[src/rtl/mclk_norm_pkg.sv]
package mclk_norm_pkg;
  typedef enum logic {
    OSR_256 = 1'b0,
    OSR_384 = 1'b1
  } osr_mode_t;
endpackage

[src/rtl/edge_sync.sv]
module edge_sync #(
  parameter int STAGES = 2
) (
  input  logic clk,
  input  logic rst_n,
  input  logic din,
  output logic rise
);
  logic [STAGES:0] shreg;

  always_ff @(posedge clk or negedge rst_n) begin
    if (!rst_n) shreg <= '0;
    else        shreg <= {shreg[STAGES-1:0], din};
  end

  assign rise = shreg[STAGES-1] & ~shreg[STAGES];
endmodule

[src/rtl/period_meter.sv]
module period_meter #(
  parameter int RATIO_HI = 384,
  parameter int CW       = 9
) (
  input  logic          clk,
  input  logic          rst_n,
  input  logic          frame_rise,
  input  logic          bit_rise,
  output logic          meas_stb,
  output logic [CW-1:0] meas_period,
  output logic [CW-1:0] meas_bits,
  output logic          timeout
);
  localparam logic [CW-1:0] CNT_CAP = CW'(RATIO_HI + 1);

  logic [CW-1:0] cyc_cnt;
  logic [CW-1:0] edge_cnt;
  logic          armed;

  always_ff @(posedge clk or negedge rst_n) begin
    if (!rst_n) begin
      cyc_cnt  <= '0;
      edge_cnt <= '0;
      armed    <= 1'b0;
    end else if (frame_rise) begin
      armed    <= 1'b1;
      cyc_cnt  <= CW'(1);
      edge_cnt <= '0;
    end else begin
      if (cyc_cnt != CNT_CAP) cyc_cnt <= cyc_cnt + CW'(1);
      if (bit_rise && edge_cnt != CNT_CAP) edge_cnt <= edge_cnt + CW'(1);
    end
  end

  assign meas_stb    = frame_rise & armed;
  assign meas_period = cyc_cnt;
  assign meas_bits   = edge_cnt + CW'(bit_rise);
  assign timeout     = ~frame_rise & (cyc_cnt == CNT_CAP);

  // the period counter restarts at one after every frame edge
  assert_restart_after_edge_R7: assert property (@(posedge clk) disable iff (!rst_n)
    frame_rise |=> (cyc_cnt == CW'(1)));
endmodule

[src/rtl/ratio_tracker.sv]
module ratio_tracker
  import mclk_norm_pkg::*;
#(
  parameter int RATIO_LO = 256,
  parameter int RATIO_HI = 384,
  parameter int BITS     = 32,
  parameter int CW       = 9
) (
  input  logic          clk,
  input  logic          rst_n,
  input  logic          meas_stb,
  input  logic [CW-1:0] meas_period,
  input  logic [CW-1:0] meas_bits,
  input  logic          timeout,
  output osr_mode_t     mode,
  output logic          ok
);
  logic [CW-1:0] last_period;
  logic          legal;

  always_comb begin
    legal = ((meas_period == CW'(RATIO_LO)) || (meas_period == CW'(RATIO_HI)))
            && (meas_bits == CW'(BITS));
  end

  always_ff @(posedge clk or negedge rst_n) begin
    if (!rst_n) begin
      last_period <= '0;
      mode        <= OSR_256;
      ok          <= 1'b0;
    end else if (meas_stb) begin
      last_period <= legal ? meas_period : '0;
      if (legal && meas_period == last_period) begin
        ok   <= 1'b1;
        mode <= (meas_period == CW'(RATIO_HI)) ? OSR_384 : OSR_256;
      end else begin
        ok <= 1'b0;
      end
    end else if (timeout) begin
      ok <= 1'b0;
    end
  end

  // valid can only rise on a measured frame edge
  assert_ok_rises_on_edge_R2: assert property (@(posedge clk) disable iff (!rst_n)
    $rose(ok) |-> $past(meas_stb));
  // the ratio only changes together with a confirmed frame
  assert_mode_change_confirmed_R1: assert property (@(posedge clk) disable iff (!rst_n)
    !$stable(mode) |-> ok);
  // a frame with the wrong bit count drops valid
  assert_bad_bits_drop_R3: assert property (@(posedge clk) disable iff (!rst_n)
    (meas_stb && meas_bits != CW'(BITS)) |=> !ok);
  // a missing frame edge drops valid
  assert_timeout_drop_R7: assert property (@(posedge clk) disable iff (!rst_n)
    timeout |=> !ok);
endmodule

[src/rtl/rate_gate.sv]
module rate_gate #(
  parameter int RATIO_LO = 256,
  parameter int RATIO_HI = 384
) (
  input  logic clk,
  input  logic rst_n,
  output logic keep
);
  localparam int AW = $clog2(RATIO_HI) + 2;

  logic [AW-1:0] acc;
  logic [AW-1:0] sum;

  always_comb begin
    sum  = acc + AW'(RATIO_LO);
    keep = (sum >= AW'(RATIO_HI));
  end

  always_ff @(posedge clk or negedge rst_n) begin
    if (!rst_n)    acc <= '0;
    else if (keep) acc <= sum - AW'(RATIO_HI);
    else           acc <= sum;
  end

  // no two dropped cycles in a row
  assert_no_double_drop_R4: assert property (@(posedge clk) disable iff (!rst_n)
    !keep |=> keep);
  // never three kept cycles in a row
  assert_no_triple_keep_R4: assert property (@(posedge clk) disable iff (!rst_n)
    (keep && $past(keep)) |=> !keep);
endmodule

[src/rtl/mclk_ratio_norm.sv]
module mclk_ratio_norm
  import mclk_norm_pkg::*;
#(
  parameter int RATIO_LO    = 256,
  parameter int RATIO_HI    = 384,
  parameter int BITS        = 32,
  parameter int SYNC_STAGES = 2
) (
  input  logic mclk,
  input  logic pwr_dn_n,
  input  logic frame_clk,
  input  logic bit_clk,
  output logic ratio_384,
  output logic clk_en,
  output logic clocks_ok
);
  localparam int CW = $clog2(RATIO_HI + 2);
  localparam int NIN = 2;

  logic [NIN-1:0] raw_in;
  logic [NIN-1:0] rises;
  logic           meas_stb;
  logic           timeout;
  logic [CW-1:0]  meas_period;
  logic [CW-1:0]  meas_bits;
  osr_mode_t      mode;
  logic           ok;
  logic           keep;

  assign raw_in = {bit_clk, frame_clk};

  for (genvar g = 0; g < NIN; g++) begin : g_sync
    edge_sync #(.STAGES(SYNC_STAGES)) u_sync (
      .clk  (mclk),
      .rst_n(pwr_dn_n),
      .din  (raw_in[g]),
      .rise (rises[g])
    );
  end

  period_meter #(.RATIO_HI(RATIO_HI), .CW(CW)) u_meter (
    .clk        (mclk),
    .rst_n      (pwr_dn_n),
    .frame_rise (rises[0]),
    .bit_rise   (rises[1]),
    .meas_stb   (meas_stb),
    .meas_period(meas_period),
    .meas_bits  (meas_bits),
    .timeout    (timeout)
  );

  ratio_tracker #(.RATIO_LO(RATIO_LO), .RATIO_HI(RATIO_HI), .BITS(BITS), .CW(CW)) u_track (
    .clk        (mclk),
    .rst_n      (pwr_dn_n),
    .meas_stb   (meas_stb),
    .meas_period(meas_period),
    .meas_bits  (meas_bits),
    .timeout    (timeout),
    .mode       (mode),
    .ok         (ok)
  );

  rate_gate #(.RATIO_LO(RATIO_LO), .RATIO_HI(RATIO_HI)) u_gate (
    .clk  (mclk),
    .rst_n(pwr_dn_n),
    .keep (keep)
  );

  assign ratio_384 = (mode == OSR_384);
  assign clocks_ok = ok;
  assign clk_en    = ok & ((mode == OSR_256) | keep);

  // enable never without valid clocks
  assert_en_needs_ok_R6: assert property (@(posedge mclk) disable iff (!pwr_dn_n)
    clk_en |-> clocks_ok);
  // in the low ratio every valid cycle is enabled
  assert_low_ratio_full_rate_R5: assert property (@(posedge mclk) disable iff (!pwr_dn_n)
    (clocks_ok && !ratio_384) |-> clk_en);
endmodule

[config.mk]
export PLATFORM = sky130hd
export DESIGN_NAME = mclk_ratio_norm
export DESIGN_NICKNAME = d
export VERILOG_FILES = /design/src/rtl/mclk_norm_pkg.sv /design/src/rtl/edge_sync.sv /design/src/rtl/period_meter.sv /design/src/rtl/ratio_tracker.sv /design/src/rtl/rate_gate.sv /design/src/rtl/mclk_ratio_norm.sv
export SDC_FILE = /design/constraint.sdc
export NUM_CORES = 1
export LEC_CHECK = 0
export BUFFER_PORTS_ARGS = -buffer_cell sky130_fd_sc_hd__buf_2
export CAP_MARGIN = 15
export CORE_UTILIZATION = 40
export DETAILED_ROUTE_END_ITERATION = 10
export PLACE_DENSITY_LB_ADDON = 0.12
export SETUP_SLACK_MARGIN = 0.05
export SYNTH_ARGS = -nofsm -noshare
export SYNTH_HDL_FRONTEND = slang
export SYNTH_SLANG_ARGS = --single-unit
[constraint.sdc]
create_clock -name mclk -period 2.75 [get_ports mclk]
set_input_delay 0.275 -clock mclk [delete_from_list [all_inputs] [get_ports mclk]]
set_output_delay 0.275 -clock mclk [all_outputs]
set_load 0.03 [all_outputs]
==> results.md <==
* Setup violators final at 0
* Routed len/inst at 13.4 um
* Maximum clock path buffer count at 2
* Unique masters post-synth at 40
* Final Wtd Congestion at 0.831
* Fmax achieved at 408 MHz
* Most repeated cell in the gate-level netlist after synthesis: sky130_fd_sc_hd__dfrtp_1
* Total clock sinks at 40
* Mean area per synthesized cell at 11.0 um^2
* Post-route cell area at 0.00220 mm^2
* Synthesized flop and latch total at 40
* Gate count after technology mapping at 184
* Aggregate global-route resource usage at 15.1%
* Number of max-capacitance violations reported at 0
* Largest area contributor in the synthesized netlist: sky130_fd_sc_hd__dfrtp_1
* Worst hold slack after final layout at 89.0 ps
* Pin count of the biggest net entering global routing at 41
* Fraction of final layout cells with drive strength greater than 1 at a little under an eighth
* Final worst-path setup slack at ~300 ps
* Number of vias in the routed layout at 1295
* Fraction of the yosys area taken by sequential cells at roughly half
* Worst-path cell with the longest stage delay: sky130_fd_sc_hd__dfrtp_1
* Max-slew violation count at 0
* Core area at 0.00479 mm^2
* Placement row count at 25
* Top cells by instance count after synthesis: 40 x sky130_fd_sc_hd__dfrtp_1, 20 x sky130_fd_sc_hd__nor2_1, 18 x sky130_fd_sc_hd__xnor2_1
* Final core utilization at 46.0%
* Highest net fanout along the worst path at 4
* Setup repair after global routing missed its margin: false
* Initial antenna violation count at 0
* Maximum vdd drop at 0.264 mV
* Footprint of the flip-flops and latches at ~0.0010 mm^2
* Num CTS Buffers at 5
* Fin Setup TNS at 0 ps
* Gates resized, CTS repair at 0
* Share of async-settable or async-resettable flops after synthesis at 100%
* Total Die Area at 0.00534 mm^2
* Most used flip-flop cell after synthesis: sky130_fd_sc_hd__dfrtp_1
* Cell at the root of the clock tree: sky130_fd_sc_hd__clkbuf_8
* Worst max-slew margin expressed relative to the limit at 41.4%
* Measured slew at the worst slew-check pin at 878 ps
* Count of hold buffers inserted by post-cts repair at 0
* Max incr delay on CP at 370 ps
* Worst clock skew at 3.71 ps
* Worst setup EP type: register
* Ant diodes at 0
* Number of placed cells counting well taps at 250
* Worst path top cell family by delay: simple AND/OR/NAND/NOR gates
* Synth Cell Area at a little over 0.002 mm^2
* Die Width at 73.1 um
* Clock tree from TritonCTS: yes
* Number of nets in the finished design at 204
* Endpoint required time on the critical path at 2920 ps
* 1st-pass router iterations at 4
* P&R area growth vs syn at 9.11%
* Hold crit path type: primary input to register
* Total congestion overflow after global routing at 0
* Post-detailed-route DRC marker count at 0
* Final hold viol count at 0
* Status: finished, final reports clean
* Half-perimeter wire length of the detailed placement result at roughly 2400 um
* Post-Synthesis Net Count at 198
* Fraction of synthesized cell area taken by the top area cell type at between 40% and 50%
* Final critical-path share of the clock period at 89.1%
* Overall die height at 73.1 um
* Top post-synthesis cells by area: sky130_fd_sc_hd__dfrtp_1 50%, sky130_fd_sc_hd__xnor2_1 7.8%, sky130_fd_sc_hd__ha_1 6.2%
* Via-to-Cell Ratio at 5.02
* Worst setup slack before clock tree synthesis at 310 ps
* Effective utilization at floorplan at 42.2%
* Number of non-filler instances in the completed layout at 258
* PortBufs at 6
* I/O pin total at 7
* Buffer count from post-CTS setup fixing at 0
* Total power at between 1 and 1.5 mW
* Minimum clock period after layout at 2450 ps
* R2r setup slk at 300 ps
* Cell repeated most along the worst path: sky130_fd_sc_hd__ha_1
* Maximum level of the CTS H-tree at 2
* Clk pin slew, worst setup/hold paths at 80 ps
* Footprint of the multi-input gates at around 960 um^2
* Number of enable-type register cells in the synthesized netlist at 0
* Warnings from Yosys at 0
* Static power due to leakage at approximately 1.0 nW
* First-pass GRT wire length at 6090 um
* Post-place instance area at around 0.0021 mm^2
* Via count of the first global-routing pass at about 1300
* Data arrival time of the critical path at 2630 ps
* CP Class: register to register
* Clock Latency Late Sink at approximately 280 ps
* Series of cell instances along the critical path: nor2b_1 > ha_1 > ha_1 > nand3_1 > or3_4 > a2111oi_4 > nand4_2 > mux2_4
* Critical path startpoint category: register
* Count of routing violations after the opening detailed-route iteration at 70
* Antenna viol nets, final at 0
* Wire length reported by the detailed router at 3450 um
* Count of fill cells added during filler insertion at 457
* Pwr per Cell Area at about 570 mW/mm^2
* Crit path buffers/inverters at 0
## cell families after synthesis
logic type / synth area share (%)
flops: 49.6
compound gates: 7.37
simple gates: 20.1
buf+inv: 2.85
xor+xnor: 12.1
mux: 1.80
fa+ha+maj: 6.20
## metal layers
metal  wire, um  part of all wire (%)  track usage (%)  vias up
met5          0                     0                0        -
met4         16                  0.46             4.58        0
met3         92                   2.7             3.73        2
met2       1580                    46             23.9       18
met1       1760                    51             20.4      628
li1           -                     -                -      647
## sequential cells by signal, indices dropped and copies added, names as in the netlist
name,count
u_track.mode,1
u_track.ok,1
u_meter.meas_period,9
u_meter.edge_cnt,9
g_sync.u_sync.shreg,6
u_gate.acc,4
u_meter.armed,1
u_track.last_period,9
## cell type report
cell class	instances	share of cell area [%]
inverter	6	1.02
clock inverter	2	0.681
sequential	40	45.4
tap	67	3.80
multi-input combinational	130	43.6
timing repair buffer	7	1.70
clock buffer	6	3.75
## report_power, final
part	leakage [nW]	total (mW)	internal [mW]	switching (mW)
combinational	0.462	0.164	0.0785	0.0856
clock	0.0434	0.406	0.203	0.203
sequential	0.527	0.681	0.622	0.0598
total	1.03	1.25	0.903	0.348
## final timing paths
| check | from | endpoint | depth (start not counted) |
|---|---|---|---|
| worst max-delay path | g_sync[1].u_sync.shreg[2]$_DFF_PN0_ | u_track.mode$_DFFE_PN0P_ | 8 |
| worst min-delay path | frame_clk | g_sync[0].u_sync.shreg[0]$_DFF_PN0_ | 1 |
| worst max register to register | g_sync[1].u_sync.shreg[2]$_DFF_PN0_ | u_track.mode$_DFFE_PN0P_ | 8 |
| worst min register to register | g_sync[0].u_sync.shreg[0]$_DFF_PN0_ | g_sync[0].u_sync.shreg[1]$_DFF_PN0_ | 0 |
| max in group asynchronous | pwr_dn_n | u_meter.meas_period[4]$_DFFE_PN0P_ | 1 |
| min in group asynchronous | pwr_dn_n | u_meter.edge_cnt[5]$_DFFE_PN0P_ | 1 |
## layout by cell type (no fill, tap or decap), drive strengths merged, types with 2 or more instances in the layout
master,synthesis,layout
a211oi,2,2
a21o,2,2
a21oi,3,3
a22o,3,3
and2,5,5
and3,5,5
and4,2,2
buf,4,7
clkbuf,4,6
clkinvlp,0,2
dfrtp,40,40
ha,10,10
inv,6,6
mux2,2,2
nand2,4,4
nand2b,5,5
nand3,10,10
nand3b,2,2
nand4,5,5
nor2,20,20
nor2b,2,2
nor3,2,2
nor3b,2,2
o21ai,3,3
or3,2,2
xnor2,18,18
xor2,10,10
## worst register-to-register path, cell delays in order, from the launching register on
cell	delay [ps]
sky130_fd_sc_hd__dfrtp_1	370
sky130_fd_sc_hd__nor2b_1	200
sky130_fd_sc_hd__ha_1	230
sky130_fd_sc_hd__ha_1	200
sky130_fd_sc_hd__nand3_1	130
sky130_fd_sc_hd__or3_4	360
sky130_fd_sc_hd__a2111oi_4	370
sky130_fd_sc_hd__nand4_2	160
sky130_fd_sc_hd__mux2_4	310
No activity file was read; power rests on OpenSTA's default activity.
